[src/rtl/rdiv_pkg.sv]
package rdiv_pkg;

  // Operation applied to the counter on the next clock edge.
  typedef enum logic {
    OP_LOAD = 1'b0,
    OP_DOWN = 1'b1
  } op_e;

  // Terminal count forces load; otherwise keep counting down.
  function automatic op_e op_select(input logic at_terminal);
    return at_terminal ? OP_LOAD : OP_DOWN;
  endfunction

endpackage

[src/rtl/rdiv_counter.sv]
module rdiv_counter
  import rdiv_pkg::*;
#(
  parameter int CNT_W = 4
) (
  input  logic             clk,
  input  logic             rst_n,
  input  op_e              op,
  input  logic [CNT_W-1:0] load_val,
  output logic [CNT_W-1:0] count_q
);

  localparam logic [CNT_W-1:0] ONE = {{(CNT_W-1){1'b0}}, 1'b1};

  function automatic logic [CNT_W-1:0] step_down(input logic [CNT_W-1:0] v);
    return v - ONE;
  endfunction

  logic [CNT_W-1:0] count_d;

  always_comb begin
    unique case (op)
      OP_LOAD: count_d = load_val;
      OP_DOWN: count_d = step_down(count_q);
      default: count_d = load_val;
    endcase
  end

  always_ff @(posedge clk or negedge rst_n) begin
    if (!rst_n) count_q <= '0;
    else        count_q <= count_d;
  end

endmodule

[src/rtl/rdiv_term.sv]
module rdiv_term #(
  parameter int CNT_W = 4
) (
  input  logic [CNT_W-1:0] count_q,
  output logic             term_hit
);

  function automatic logic is_zero(input logic [CNT_W-1:0] v);
    return (v == '0);
  endfunction

  assign term_hit = is_zero(count_q);

endmodule

[src/rtl/rdiv_select.sv]
module rdiv_select
  import rdiv_pkg::*;
(
  input  logic term_hit,
  output op_e  op,
  output logic div_out_n
);

  // Carry-style output: low at terminal count and low whenever loading.
  assign op        = op_select(term_hit);
  assign div_out_n = !term_hit && (op != OP_LOAD);

endmodule

[src/rtl/rdiv_top.sv]
module rdiv_top
  import rdiv_pkg::*;
#(
  parameter int CNT_W = 4
) (
  input  logic             clk,
  input  logic             rst_n,
  input  logic [CNT_W-1:0] prog,
  output logic             div_out_n
);

  logic [CNT_W-1:0] count_q;
  logic             term_hit;
  op_e              op;

  rdiv_counter #(.CNT_W(CNT_W)) u_counter (
    .clk      (clk),
    .rst_n    (rst_n),
    .op       (op),
    .load_val (prog),
    .count_q  (count_q)
  );

  rdiv_term #(.CNT_W(CNT_W)) u_term (
    .count_q  (count_q),
    .term_hit (term_hit)
  );

  rdiv_select u_select (
    .term_hit  (term_hit),
    .op        (op),
    .div_out_n (div_out_n)
  );

endmodule

[config.mk]
export PLATFORM = sky130hd
export DESIGN_NAME = rdiv_top
export DESIGN_NICKNAME = d
export VERILOG_FILES = /design/src/rtl/rdiv_pkg.sv /design/src/rtl/rdiv_counter.sv /design/src/rtl/rdiv_term.sv /design/src/rtl/rdiv_select.sv /design/src/rtl/rdiv_top.sv
export SDC_FILE = /design/constraint.sdc
export NUM_CORES = 1
export LEC_CHECK = 0
export BUFFER_PORTS_ARGS = -buffer_cell sky130_fd_sc_hd__clkbuf_2
export CAP_MARGIN = 15
export CORE_AREA = 5 5 42 44
export CTS_BUF_LIST = sky130_fd_sc_hd__clkbuf_4 sky130_fd_sc_hd__clkbuf_8
export DETAILED_ROUTE_END_ITERATION = 16
export DIE_AREA = 0 0 47 49
export PLACE_DENSITY = 0.42
export SETUP_SLACK_MARGIN = 0.1
export SLEW_MARGIN = 5
export SYNTH_ARGS = -nofsm -noshare
export SYNTH_HDL_FRONTEND = slang
export SYNTH_SLANG_ARGS = --single-unit
[constraint.sdc]
create_clock -name clk -period 1.6 [get_ports clk]
set_input_delay 0.08 -clock clk [delete_from_list [all_inputs] [get_ports clk]]
set_output_delay 0.08 -clock clk [all_outputs]
set_load 0.1 [all_outputs]
==> impl_results.md <==
* Outcome: complete, no violations
* Final Critical Period at 1497 ps
* Worst min path class: primary input to flop
* Yosys cell types at 13
* Crit path to: div_out_n
* Fraction of power spent switching nets at between 30% and 40%
* Internal power at 409.8 uW
* Sequential Power Share at 30.2%
* DIE WIDTH at roughly 47 um
* CTS tree: built
* H-tree depth at 1
* Root cell of the clock tree: clkbuf_4
* Via density at 3.875
* Setup crit start: u_counter.count_q[0]
* Area of the multi-input gates at 98.84 um^2
* Worst-margin pin slew at between 150 and 200 ps
* Fmax achieved at between 600 and 700 MHz
* Most flops, register: u_counter.count_q
* Max reg flops at 4
* Num Clock Sinks at 4
* Max IR drop VDD at 0.6026 mV
* Crit path depth at 4
* # IOs at 7
* Diode count at 0
* Core Region at 1401 um^2
* Largest net degree at the start of global routing at 5
* Worst EP arrival at between 1000 and 1500 ps
* Mapped Area at 200.2 um^2
* Area Growth Syn to Fin at 65.00%
* DRT Wirelength at 501 um
* Clk buf depth at 2
* Worst setup EP type: output pin
* Yosys warns at 0
* PwrDens at between 1500 and 2000 nW/um^2
* First-pass GRT wire length at 814 um
* Placed Area at ~260 um^2
* Flop-to-flop setup slack at 190 ps
* CTS clk-pin slew, worst paths at 30 ps
* Worst skew pair latency at 230 ps
* Initial antenna violation count at 0
* Total number of vias at 186
* Worst reg2reg path startpoint: u_counter.count_q[0]
* # rows at 14
* Synthesized instance count at 20
* Number of global-route vias before repair at between 200 and 250
* CTS buffer count at 3
* Compound-Gate Fraction of Synth Area at 18.75%
* Mux cell area share after synthesis at 5.000%
* Gr ovfl total at 0
* Share of synthesized cell area in full adder, half adder and majority cells at 6.250%
* Final Util at 23.57%
* DRT Pass-1 Iters at 3
* Die area at 2303 um^2
* Slew Viols, Final at 0
* Worst Path Required at between 1500 and 2000 ps
* RSZ-0062 raised after global routing: true
* Initial Util at 14.29%
* Hold WS at 106.7 ps
* Psw at 248.9 uW
* DR WL/cell at 10.44 um
* Register area share after synthesis at 50.00%
* Fin Setup TNS at 0 ps
* Slew HR at 87.25%
* Slowest stage delay, CP at approximately 400 ps
* Antenna viol nets, final at 0
* Biggest regs: u_counter.count_q: 4 flops
* FILL cells at 161
* DRC viols at 0
* CP Max Fanout at 3
* Port Buf Inserts at 6
* Final worst clock skew at 0.2645 ps
* Storage cell area at 100.1 um^2
* Max Cap Viol at 0
* Xor/xnor share of the synthesized area at 0%
* Cell family with most CP delay: flip-flops
* Simple-Gate Fraction of Synth Area at 11.88%
* Post-route cell area at 330.3 um^2
* Final Hold Viols at 0
* Seq cells post-synth at 4
* Logic pwr share at 51.6%
* DR iter-0 viols at 4
* Critical Path Start Type: flop
* Syn avg cell area at 10.01 um^2
* Syn nets at 27
* Clock network power share at 18.2%
* Die height at 49 um
* Leak pwr at 0.0001542 uW
* Final setup viols at 0
* Gr usage total at around 5.1%
* Buf/Inv on CP at 2
* Layout Nets at between 40 and 50
* Tcrit/Tclk final at 93.54%
* Critical-path cell list: inv_2 > ha_4 > or3b_4 > buf_12
* Crit path max-delay cell type: dfrtp_1
* WS Path Type: flop to output pin
* Layout cells sized above 1 at 50.00%
* Reg2Reg Depth at 6
* RR Endpoint: u_counter.count_q[0]
* GP Congestion at between 0.6 and 0.7
* Largest family of logic cells by synthesized area: compound AO/OA/AOI/OAI gates
worst register-to-register path, stage by stage (launching register included):
cell,delay (ps)
dfrtp_1,400
inv_2,90
ha_4,130
or3b_4,390
buf_4,150
nor2_1,80
a21oi_1,50
what timing repair did:
action | in CTS | in global routing
hold buffers | 1 | 0
gates resized for setup | 5 | 0
endpoints found under the setup margin | 1 | 1
endpoints found under the hold margin | 4 | 0
setup buffers | 3 | 0
pin swaps | 1 | 0
area by class of cell:
cell class	count	share of cell area (%)
Tap cell	16	6.061
Timing Repair Buffer	10	23.48
Sequential cell	4	30.30
Inverter	3	3.409
Clock buffer	3	6.818
Multi-Input combinational cell	12	29.92
cell usage after synthesis, drive strengths merged:
cell,instances,area share [%]
a21oi,2,5.0
a31oi,1,3.1
a41oi,1,4.4
clkbuf,1,2.5
dfrtp,4,50
ha,1,6.2
inv,3,5.6
mux2i,1,5.0
nor2,2,3.8
o21ai,1,2.5
o21bai,1,3.8
or2b,1,3.8
or3b,1,4.4
worst min-delay path by stage:
stage | slack (ps) | startpoint | to | cells past startpoint
CTS | 100 | prog[0] | u_counter.count_q[0] | 3
finish | 110 | prog[1] | u_counter.count_q[1] | 3
detailed placement | -110 | rst_n | u_counter.count_q[0] | 1
global route | 120 | prog[1] | u_counter.count_q[1] | 3
global placement | -110 | rst_n | u_counter.count_q[2] | 1
floorplan | -220 | rst_n | u_counter.count_q[0] | 0
kinds of logic after synthesis:
group                    after synthesis
AO/OA/AOI/OAI                          6
adder cells (fa/ha/maj)                1
buffers and inverters                  4
flip-flops                             4
multiplexers                           1
AND/OR/NAND/NOR                        4
layer usage:
layer	global-route usage (%)	part of all wire (%)	wire, um	vias up
li1	-	-	-	92
met3	2.214	13	66	0
met4	4.147	0	0	0
met2	5.882	41	203	7
met5	0	0	0	-
met1	6.904	46	231	87
cell usage in the layout (no fill, tap or decap), drive strengths merged:
cell         instances
a41oi                1
or3b                 1
clkbuf               8
o21bai               1
ha                   1
buf                  4
nor2                 2
dlygate4sd3          1
mux2i                1
inv                  3
or2b                 1
a21oi                2
dfrtp                4
a31oi                1
o21ai                1
per-stage QoR:
stage | worst slack, ps | total power, uW | std cells
6_report | 103.4 | 658.6 | 48
5_1_grt | 46.29 | 711.7 | 48
4_1_cts | 101.6 | 661.8 | 48
2_1_floorplan | 119.5 | 373.3 | 20
3_5_place_dp | 168.6 | 443.8 | 41
3_3_place_gp | 193.2 | 426.1 | 41
power groups by stage:
stage | sequential [uW] | clock [uW] | combinational (uW)
floorplan | 181 | 0 | 192
global placement | 189 | 0 | 237
detailed placement | 194 | 0 | 250
CTS | 198 | 128 | 335
global route | 208 | 127 | 376
finish | 199 | 120 | 340
(Power assumes the default switching activity.)
